`src/rtl/uart_tx_pkg.sv`:
```
`timescale 1ns/1ps
// Package: shared types for the UART transmitter.
// Assumes: a single sequencer owns the frame state.
package uart_tx_pkg;

    // Phase of the frame currently on the line
    typedef enum logic [2:0] {
        ST_IDLE   = 3'd0,
        ST_START  = 3'd1,
        ST_DATA   = 3'd2,
        ST_PARITY = 3'd3,
        ST_STOP   = 3'd4
    } tx_state_t;

endpackage

```
`src/rtl/uart_tx_hold.sv`:
```
`timescale 1ns/1ps
// Module: one-entry transmit holding register.
// Captures a byte on each write (overwriting a waiting byte) and empties
// when the sequencer takes it. A write in the same cycle as a take wins.
// Assumes: take is only asserted while valid is 1.
module uart_tx_hold #(
    parameter int DATA_W = 8
) (
    input  logic              clk,
    input  logic              rst_n,
    input  logic              wr_en,
    input  logic [DATA_W-1:0] wr_data,
    input  logic              take,
    output logic              valid,
    output logic [DATA_W-1:0] data
);

    // Holding register state: data and occupancy
    always_ff @(posedge clk) begin
        if (!rst_n) begin
            valid <= 1'b0;
            data  <= '0;
        end else if (wr_en) begin
            valid <= 1'b1;
            data  <= wr_data;
        end else if (take) begin
            valid <= 1'b0;
        end
    end

endmodule

```
`src/rtl/uart_tx_bittimer.sv`:
```
`timescale 1ns/1ps
// Module: bit-time counter.
// Counts baud enable pulses while a frame runs and flags the last pulse
// of each bit. A clear restarts the count at the start of a frame.
// Assumes: TICKS is at least 2.
module uart_tx_bittimer #(
    parameter int TICKS = 16
) (
    input  logic clk,
    input  logic rst_n,
    input  logic clear,
    input  logic run,
    input  logic baud_tick,
    output logic bit_done
);

    localparam int CNT_W = $clog2(TICKS);
    localparam logic [CNT_W-1:0] LAST = CNT_W'(TICKS - 1);

    logic [CNT_W-1:0] cnt_q;

    // Final pulse of the current bit
    assign bit_done = run && baud_tick && (cnt_q == LAST);

    // Pulse counter within one bit
    always_ff @(posedge clk) begin
        if (!rst_n) begin
            cnt_q <= '0;
        end else if (clear || bit_done) begin
            cnt_q <= '0;
        end else if (run && baud_tick) begin
            cnt_q <= cnt_q + 1'b1;
        end
    end

endmodule

```
`src/rtl/uart_tx_parity.sv`:
```
`timescale 1ns/1ps
// Module: parity generator over the active data bits.
// Bits at or above the selected word length are excluded from the result.
// Assumes: word length is DATA_W - 2**LEN_W + 1 + len.
module uart_tx_parity #(
    parameter int DATA_W = 8,
    parameter int LEN_W  = 2
) (
    input  logic [DATA_W-1:0] data,
    input  logic [LEN_W-1:0]  len,
    input  logic              odd,
    output logic              par_bit
);

    localparam int MIN_BITS = DATA_W - (1 << LEN_W) + 1;

    // Fold the active bits into one parity bit, seeded by the parity sense
    always_comb begin
        par_bit = odd;
        for (int i = 0; i < DATA_W; i++) begin
            if (i < MIN_BITS + int'(len)) begin
                par_bit = par_bit ^ data[i];
            end
        end
    end

endmodule

```
`src/rtl/uart_tx_framer.sv`:
```
`timescale 1ns/1ps
// Module: frame sequencer and shift register.
// Takes a byte from the holding register when idle or at the end of the
// last stop bit, latches the line format at that moment, and walks
// start, data, parity and stop bits, each one bit time long.
// Assumes: baud_tick is a one-cycle enable at TICKS times the bit rate.
module uart_tx_framer
    import uart_tx_pkg::*;
#(
    parameter int DATA_W = 8,
    parameter int LEN_W  = 2,
    parameter int TICKS  = 16
) (
    input  logic              clk,
    input  logic              rst_n,
    input  logic              baud_tick,
    input  logic              hold_valid,
    input  logic [DATA_W-1:0] hold_data,
    input  logic [LEN_W-1:0]  fmt_len,
    input  logic              fmt_two_stop,
    input  logic              fmt_par_en,
    input  logic              fmt_par_odd,
    output logic              take,
    output logic              busy,
    output logic              txd
);

    localparam int IDX_W    = $clog2(DATA_W) + 1;
    localparam int MIN_BITS = DATA_W - (1 << LEN_W) + 1;

    tx_state_t         state_q;
    logic [DATA_W-1:0] shift_q;
    logic [IDX_W-1:0]  idx_q;
    logic [LEN_W-1:0]  len_q;
    logic              two_q;
    logic              pen_q;
    logic              par_q;

    logic              bit_done;
    logic              par_next;
    logic              last_data;
    logic              last_stop;
    logic              frame_end;

    // Bit timing
    uart_tx_bittimer #(
        .TICKS (TICKS)
    ) u_timer (
        .clk       (clk),
        .rst_n     (rst_n),
        .clear     (take),
        .run       (busy),
        .baud_tick (baud_tick),
        .bit_done  (bit_done)
    );

    // Parity of the byte about to be loaded, with the live format
    uart_tx_parity #(
        .DATA_W (DATA_W),
        .LEN_W  (LEN_W)
    ) u_parity (
        .data    (hold_data),
        .len     (fmt_len),
        .odd     (fmt_par_odd),
        .par_bit (par_next)
    );

    // Frame position decode
    always_comb begin
        busy      = (state_q != ST_IDLE);
        last_data = (idx_q == (IDX_W'(MIN_BITS - 1) + IDX_W'(len_q)));
        last_stop = two_q ? (idx_q == IDX_W'(1)) : (idx_q == '0);
        frame_end = (state_q == ST_STOP) && bit_done && last_stop;
        take      = hold_valid && (!busy || frame_end);
    end

    // Sequencer, shifter and latched format
    always_ff @(posedge clk) begin
        if (!rst_n) begin
            state_q <= ST_IDLE;
            shift_q <= '0;
            idx_q   <= '0;
            len_q   <= '0;
            two_q   <= 1'b0;
            pen_q   <= 1'b0;
            par_q   <= 1'b0;
        end else if (take) begin
            state_q <= ST_START;
            shift_q <= hold_data;
            idx_q   <= '0;
            len_q   <= fmt_len;
            two_q   <= fmt_two_stop;
            pen_q   <= fmt_par_en;
            par_q   <= par_next;
        end else if (bit_done) begin
            unique case (state_q)
                ST_START: begin
                    state_q <= ST_DATA;
                    idx_q   <= '0;
                end
                ST_DATA: begin
                    shift_q <= {1'b0, shift_q[DATA_W-1:1]};
                    if (last_data) begin
                        state_q <= pen_q ? ST_PARITY : ST_STOP;
                        idx_q   <= '0;
                    end else begin
                        idx_q <= idx_q + 1'b1;
                    end
                end
                ST_PARITY: begin
                    state_q <= ST_STOP;
                    idx_q   <= '0;
                end
                ST_STOP: begin
                    if (last_stop) begin
                        state_q <= ST_IDLE;
                    end else begin
                        idx_q <= idx_q + 1'b1;
                    end
                end
                default: state_q <= ST_IDLE;
            endcase
        end
    end

    // Line level for the current phase
    always_comb begin
        unique case (state_q)
            ST_START:  txd = 1'b0;
            ST_DATA:   txd = shift_q[0];
            ST_PARITY: txd = par_q;
            default:   txd = 1'b1;
        endcase
    end

endmodule

```
`src/rtl/uart_tx_lc.sv`:
```
`timescale 1ns/1ps
// Module: UART transmitter with programmable line format (top).
// Joins the holding register and frame sequencer, and keeps the
// holding-register-empty interrupt flag.
// Assumes: baud_tick comes from an external divider; the line-control
// inputs are static registers owned by software.
module uart_tx_lc #(
    parameter int DATA_W = 8,
    parameter int LEN_W  = 2,
    parameter int TICKS  = 16
) (
    input  logic              clk,
    input  logic              rst_n,
    input  logic              wr_en,
    input  logic [DATA_W-1:0] wr_data,
    input  logic [LEN_W-1:0]  word_len,
    input  logic              two_stop,
    input  logic              parity_en,
    input  logic              parity_odd,
    input  logic              irq_en,
    input  logic              baud_tick,
    output logic              txd,
    output logic              thr_empty,
    output logic              irq
);

    logic              hold_valid;
    logic [DATA_W-1:0] hold_data;
    logic              take;
    logic              busy;
    logic              irq_pend_q;

    // Transmit holding register
    uart_tx_hold #(
        .DATA_W (DATA_W)
    ) u_hold (
        .clk     (clk),
        .rst_n   (rst_n),
        .wr_en   (wr_en),
        .wr_data (wr_data),
        .take    (take),
        .valid   (hold_valid),
        .data    (hold_data)
    );

    // Frame sequencer
    uart_tx_framer #(
        .DATA_W (DATA_W),
        .LEN_W  (LEN_W),
        .TICKS  (TICKS)
    ) u_framer (
        .clk          (clk),
        .rst_n        (rst_n),
        .baud_tick    (baud_tick),
        .hold_valid   (hold_valid),
        .hold_data    (hold_data),
        .fmt_len      (word_len),
        .fmt_two_stop (two_stop),
        .fmt_par_en   (parity_en),
        .fmt_par_odd  (parity_odd),
        .take         (take),
        .busy         (busy),
        .txd          (txd)
    );

    // Empty interrupt flag: set on drain, cleared by any write
    always_ff @(posedge clk) begin
        if (!rst_n) begin
            irq_pend_q <= 1'b0;
        end else if (wr_en) begin
            irq_pend_q <= 1'b0;
        end else if (take) begin
            irq_pend_q <= 1'b1;
        end
    end

    // Status and masked request
    assign thr_empty = !hold_valid;
    assign irq       = irq_pend_q && irq_en;

endmodule

```
`config.mk`:
```
export PLATFORM = sky130hd
export DESIGN_NAME = uart_tx_lc
export DESIGN_NICKNAME = d
export VERILOG_FILES = /design/src/rtl/uart_tx_pkg.sv /design/src/rtl/uart_tx_hold.sv /design/src/rtl/uart_tx_bittimer.sv /design/src/rtl/uart_tx_parity.sv /design/src/rtl/uart_tx_framer.sv /design/src/rtl/uart_tx_lc.sv
export SDC_FILE = /design/constraint.sdc
export NUM_CORES = 1
export LEC_CHECK = 0
export ABC_AREA = 1
export BUFFER_PORTS_ARGS = -buffer_cell sky130_fd_sc_hd__clkbuf_2
export CAP_MARGIN = 20
export CORE_ASPECT_RATIO = 2
export CORE_MARGIN = 5
export CORE_UTILIZATION = 45
export CTS_CLUSTER_DIAMETER = 40
export DETAILED_ROUTE_END_ITERATION = 10
export PLACE_DENSITY = 0.69
export SYNTH_ARGS = -nofsm -noshare
export SYNTH_HDL_FRONTEND = slang
export SYNTH_SLANG_ARGS = --single-unit
```
`constraint.sdc`:
```
create_clock -name clk -period 2.95 [get_ports clk]
set_clock_uncertainty 0.15 [all_clocks]
set_input_delay 0.295 -clock clk [delete_from_list [all_inputs] [get_ports clk]]
set_output_delay 0.295 -clock clk [all_outputs]
set_load 0.005 [all_outputs]
```
==> results of run 1 <==
[final timing paths]
check / startpoint / endpoint
max: u_framer.idx_q[0]$_SDFFE_PP0P_ / u_framer.shift_q[2]$_SDFFE_PN0P_
min: wr_data[0] / u_hold.data[0]$_SDFFE_PN0P_
max reg2reg: u_framer.idx_q[0]$_SDFFE_PP0P_ / u_framer.shift_q[2]$_SDFFE_PN0P_
min reg2reg: u_framer.two_q$_SDFFE_PN0N_ / u_framer.two_q$_SDFFE_PN0N_
[through the flow]
| stage | utilization | cell area (sq um) | hold slack, ns |
|---|---|---|---|
| after floorplan | - | 1790 | 0.280 |
| after global placement | 0.500 | 1920 | 0.309 |
| after detailed placement | 0.500 | 1920 | 0.314 |
| after CTS | 0.524 | 2010 | 0.0778 |
| after global routing | 0.524 | 2010 | 0.0800 |
| final | 0.524 | 2010 | 0.0907 |
[kinds of logic (layout without fill, tap and decap cells)]
logic type               Yosys count  after routing  share of synthesized area
flip-flops                        34             34                      0.380
adder cells (fa/ha/maj)            4              4                     0.0279
XOR/XNOR                           9              9                     0.0440
AND/OR/NAND/NOR                  126            126                      0.321
buffers and inverters             42             65                     0.0957
AO/OA/AOI/OAI                     41             41                      0.131
[worst min-delay path: stages]
cell and delay [ns]:
clkbuf_2 0.08, nor2_1 0.03, nor2_1 0.08
[routing by layer]
layer	vias up	global-route usage
met2	20	0.301
met5	-	0
met4	0	0.0806
met3	7	0.0330
li1	846	-
met1	716	0.153
[power groups by stage]
stage          Combinational [mW]  Clock, mW  Sequential (mW)
6_report                    0.114      0.354            0.495
4_1_cts                     0.116      0.367            0.494
3_5_place_dp                0.116          0            0.505
5_1_grt                     0.133      0.385            0.497
2_1_floorplan              0.0873          0            0.501
3_3_place_gp                0.114          0            0.505
[cells in the final DEF, fill, tap and decap left out]
| cell | n |
|---|---|
| nand2_2 | 3 |
| a21oi_2 | 1 |
| or2_2 | 3 |
| clkinv_2 | 1 |
| o21ai_2 | 1 |
| nor2_4 | 2 |
| nand3_1 | 29 |
| xnor2_1 | 3 |
| o21ai_1 | 2 |
| clkbuf_8 | 6 |
| inv_1 | 34 |
| nor2_2 | 2 |
| nand2_4 | 4 |
| ha_1 | 4 |
| nor3_1 | 1 |
| xor2_1 | 6 |
| nor2_1 | 31 |
| a21oi_4 | 2 |
| clkinv_1 | 1 |
| clkbuf_1 | 1 |
| nand2_1 | 51 |
| a21oi_1 | 20 |
| o21ai_0 | 15 |
| dfxtp_1 | 34 |
| clkbuf_2 | 20 |
| inv_2 | 2 |
[state kept, by name, summed over array words and instances (netlist names)]
name                    count
u_framer.len_q              2
u_hold.valid                1
u_framer.par_q              1
u_framer.u_timer.cnt_q      4
u_framer.pen_q              1
u_framer.idx_q              4
irq_pend_q                  1
u_framer.state_q            3
u_framer.shift_q            8
u_framer.two_q              1
u_hold.data                 8
[synthesized netlist by cell type]
cell type  count
o21ai_2        1
ha_1           4
nor2_1        31
o21ai_0       15
buf_4          1
nor2_2         2
clkbuf_2       1
dfxtp_1       34
buf_6          1
a21oi_4        2
xor2_1         6
nor2_4         2
xnor2_1        3
nand2_4        4
inv_1         34
a21oi_2        1
nor3_1         1
or2_2          3
nand2_2        3
o21ai_1        2
nand2_1       51
a21oi_1       20
buf_2          1
inv_2          2
clkbuf_1       1
nand3_1       29
clkinv_1       1
[final cells by class]
| class | instances | area share |
|---|---|---|
| multi-input combinational | 180 | 0.466 |
| sequential | 34 | 0.338 |
| inverter | 37 | 0.0689 |
| timing repair buffer | 20 | 0.0497 |
| clock buffer | 7 | 0.0429 |
| tap | 51 | 0.0317 |
| clock inverter | 1 | 0.00248 |
==> impl_results.md, run 1 <==
- FMAX: 517 MHz
- Final setup fails: 0
- Hold Path Class: in -> reg
- Drt pass-1 iters: 4
- Min cycle time layout: 1.93 ns
- Critical path type: reg -> reg
- Yosys cell types: 27
- Via Count: 1589
- Dominant cell type by area after synthesis: dfxtp_1
- Setup TNS: 0 ns
- Met3 wire length: 99 microns
- Metal2 WL: 2160 microns
- Antenna violations before repair: 0
- Routed WL: 3680 microns
- Vias in the first global route: 1600
- Critical path's top delay family: simple AND/OR/NAND/NOR gates
- VDD IR-drop max: 0.000362 V
- Final setup margin: 1.02 ns
- Vias per inst: 4.82
- CP max FO: 20
- Number of synthesized register bits: 34
- Die ar.: 5420 sq um
- CP arrival: 1.97 ns
- Power share of the sequential group: 0.514
- Number of cells on the critical path: 13
- Routed WL per cell: 11.1 microns
- Fill count: 434
- Status: finished, final reports clean
- Switching share of power: 0.261
- Final std cells w/o fill: 330
- Crit share post-route: 0.656
- Maxcap violations: 0
- CTS sink cnt: 34
- Overflow after GRT: 0
- Mapped Area: 1790 sq um
- Bufs on Longest Clock Path: 2
- Layout cell share with drive strength beyond 1: 0.168
- Syn nets: 278
- Yosys warns: 0
- CP Data Required Time: 2.98 ns
- Die X-Extent: 54.6 microns
- Placed insts: 322
- Leak: 0.936 nW
- Largest cells by area after synthesis: dfxtp_1 (38%), nand2_1 (11%), nand3_1 (8.1%), inv_1 (7.1%), nor2_1 (6.5%)
- Largest net degree at the start of global routing: 21
- Combinational power share: 0.118
- Port Buffers: 20
- Slowest cell on crit path: dfxtp_1
- GRT Util Overall: 0.162
- # IOs: 21
- Worst R2R Path Depth: 13
- Pre-CTS WS: 1.00 ns
- First-pass GRT wire length: 6560 microns
- Total power: 962 uW
- Area delta synth->final: 12.4%
- Endpoint class of the critical path: register
- Multi-input logic area: 940 sq um
- Cell Chain, Critical Path: inv_1 > ha_1 > inv_1 > nand2_1 > nand3_1 > nor2_1 > nand2_4 > nand2_4 > nand2_2 > nand3_1 > nand3_1 > nand2_1 > inv_1
- # rows: 32
- Initial core utilization: 0.466
- Register area share after synthesis: 0.380
- Wl on met1: 1330 microns
- R2r setup slk: 1.02 ns
- Max-slew headroom: 0.775
- CTS Buf Count: 5
- Synth top area share: 0.380
- Root Buffer Master: clkbuf_8
- DRT antenna net count: 0
- DRC: 0
- Post-CTS Setup Bufs: 0
- Clk pin slew, worst setup/hold paths: 0.07 ns
- Crit path buf inv count: 3
- Htree depth: 2
- Core Area: 3840 sq um
- DR iter-0 viols: 10
- Power Dens Cells: 478 nW/um^2
- P_sw: 251 uW
- Final #Nets: 300
- Post-CTS resize count: 0
- Post-detail-place hpwl: 2950 microns
- N_diodes: 0
- CP max stage delay: 0.35 ns
- Hold Path Depth: 3
- RSZ-0062 raised after global routing: false
- TritonCTS clock tree: yes
- RD Place Congestion: 0.826
- Final Hold Viols: 0
- Startpoint types: register
- Syn_area_per_cell: 7.00 sq um
- Clock share of power: 0.368
- Slew @ Worst Pin: 0.336 ns
- Topmost layer with routed signal wires: met4
- Slew Limit Fails: 0
- Worst-skew pair later-pin latency: 0.28 ns
- Post-CTS Hold Buffers: 0
- Die Height: 99.2 microns
- Post-Synthesis Cells: 256
- P_int: 712 uW
- Register area: 681 sq um
Power figures use the tool's default switching activity.
==> run 2, diff against run 1 <==
==> constraint.sdc (replaced) <==
create_clock -name clk -period 1.78 [get_ports clk]
set_clock_uncertainty 0.15 [all_clocks]
set_input_delay 0.178 -clock clk [delete_from_list [all_inputs] [get_ports clk]]
set_output_delay 0.178 -clock clk [all_outputs]
set_load 0.005 [all_outputs]
==> run 2 against run 1 <==
Net effect:
- highest routed layer unchanged
- worst setup slack got worse by 1.0 ns
- combinational power rose by 110%
- cell area rose by 18%
- sequential cell count did not move
- critical path depth did not move
- utilization rose by 9.4 points
- power rose by 66%
- largest cell class unchanged
- maximum frequency rose by 9.2%
==> impl_results.md, run 2 (synthesis results as in run 1) <==
- Status: finished, final reports clean
- Most common cell after layout, fill and taps aside: nand2_1
- Die X-Extent: 54.6 microns
- Maxcap violations: 0
- Final #Nets: 326
- Core Area: 3840 sq um
- CP arrival: 1.85 ns
- Most frequent cells in the layout: nand2_1 (45), nor2_1 (29), inv_1 (28), dfxtp_1 (28), nand3_1 (24)
- CTS Buf Count: 5
- Drt pass-1 iters: 4
- Min cycle time layout: 1.77 ns
- Crit path buf inv count: 4
- DRT antenna net count: 0
- Port Buffers: 20
- Bufs on Longest Clock Path: 2
- Endpoint class of the critical path: register
- Most used cell, CP: nand2_1
- CTS sink cnt: 34
- Routed WL per cell: 12.6 microns
- DR iter-0 viols: 36
- Largest net degree at the start of global routing: 21
- TritonCTS clock tree: yes
- Slew @ Worst Pin: 0.462 ns
- # IOs: 21
- CP max stage delay: 0.37 ns
- Overflow after GRT: 0
- Final setup fails: 0
- Critical path type: reg -> reg
- DRC: 0
- N_diodes: 0
- Vias in the first global route: 1758
- Routed WL: 4490 microns
- # rows: 32
- Antenna violations before repair: 0
- Top Registers: u_framer.shift_q (8), u_hold.data (8)
- Die Height: 99.2 microns
- FMAX: 565 MHz
- Slowest cell on crit path: dfxtp_4
- Max-slew headroom: 0.691
- Via Count: 1782
- Htree depth: 2
- Worst-skew pair later-pin latency: 0.28 ns
- CP max FO: 4
- RD Place Congestion: 0.839
- Vias per inst: 5.02
- Crit share post-route: 0.995
- Die ar.: 5420 sq um
- Cell Chain, Critical Path: inv_4 > ha_4 > inv_2 > nand2_2 > nand3_4 > nor2_4 > nand2_4 > a21oi_4 > buf_4 > nand2_1 > nand3_1 > nand2_1 > inv_1
- Clk pin slew, worst setup/hold paths: 0.06 ns
- Power Dens Cells: 671 nW/um^2
- GRT Util Overall: 0.175
- First-pass GRT wire length: 7150 microns
- Final Core Density: 0.618
- Slew Limit Fails: 0
- VDD IR-drop max: 0.000649 V
- Critical path's top delay family: simple AND/OR/NAND/NOR gates
- Layout cell share with drive strength beyond 1: 0.309
- Hold Path Class: in -> reg
- Root Buffer Master: clkbuf_8
- Initial core utilization: 0.466
- Post-detail-place hpwl: 3120 microns
- RSZ-0062 raised after global routing: true
- Leak: 1.07 nW
- Final Hold Viols: 0
- Dpl cell area: 2030 sq um
- Area delta synth->final: 32.7%
- Worst hold slack: 0.0236 ns
- Finished Cell Area: 2380 sq um
- Startpoint types: register
- CP Data Required Time: 1.86 ns
[run 2: cell count changes in the layout (fill, tap and decap cells not counted), sizes merged]
cell         before  now
buf               0   17
dlygate4sd3       0    8
clkinv            2    1
nand2            58   59
[run 2: per-stage QoR]
stage / setup slack [ns] / cells / power, mW / TNS [ns]
6_report: 0.00911 / 355 / 1.60 / 0
5_1_grt: -0.0647 / 355 / 1.68 / -0.300
4_1_cts: 0.0131 / 351 / 1.58 / 0
3_5_place_dp: -0.0692 / 336 / 1.04 / -0.295
3_3_place_gp: -0.0242 / 336 / 1.04 / -0.0829
2_1_floorplan: 0.0982 / 256 / 0.975 / 0
[run 2: path summary, 6_finish.rpt]
check,start,to,slack (ns),cells past startpoint
setup / recovery,u_framer.idx_q[0]$_SDFFE_PP0P_,u_framer.shift_q[5]$_SDFFE_PN0P_,0.009,13
hold / removal,word_len[0],u_framer.len_q[0]$_SDFFE_PN0N_,0.02,3
setup reg to reg,u_framer.idx_q[0]$_SDFFE_PP0P_,u_framer.shift_q[5]$_SDFFE_PN0P_,0.009,13
hold reg to reg,u_framer.u_timer.cnt_q[1]$_SDFFE_PP0P_,u_framer.u_timer.cnt_q[1]$_SDFFE_PP0P_,0.33,2
[run 2: power by group]
part / switching (mW) / internal (mW) / total, mW
Clock: 0.259 / 0.269 / 0.528
Sequential: 0.0313 / 0.794 / 0.825
Combinational: 0.140 / 0.103 / 0.243
Total: 0.430 / 1.17 / 1.60
[run 2: repair_timing]
action / in CTS / in global routing
setup endpoints to repair: 8 / 26
cloned: 0 / 1
hold buffers: 8 / 0
pin swaps: 0 / 12
resized for setup: 1 / 47
buffers inserted: 0 / 3
hold endpoints to repair: 8 / 0
[run 2: layout make-up]
type,instances,area (sq um)
Multi-Input combinational cell,181,1070
Timing Repair Buffer,45,323
Inverter,37,149
Fill cell,361,1470
Sequential cell,34,691
Clock buffer,7,76.3
Tap cell,51,63.8
[run 2: layer usage]
layer  up-vias  track usage  share of wire  wire length (microns)
li1        902            -              -                      -
met1       823        0.174           0.34                   1540
met5         -            0              0                      0
met2        46        0.320           0.60                   2670
met3        11       0.0360          0.033                    149
met4         0       0.0825          0.029                    132
[run 2: tightest hold or removal path, cell delays in order]
cell and delay [ns]:
clkbuf_2 0.10, o21ai_1 0.07, nor2_1 0.07
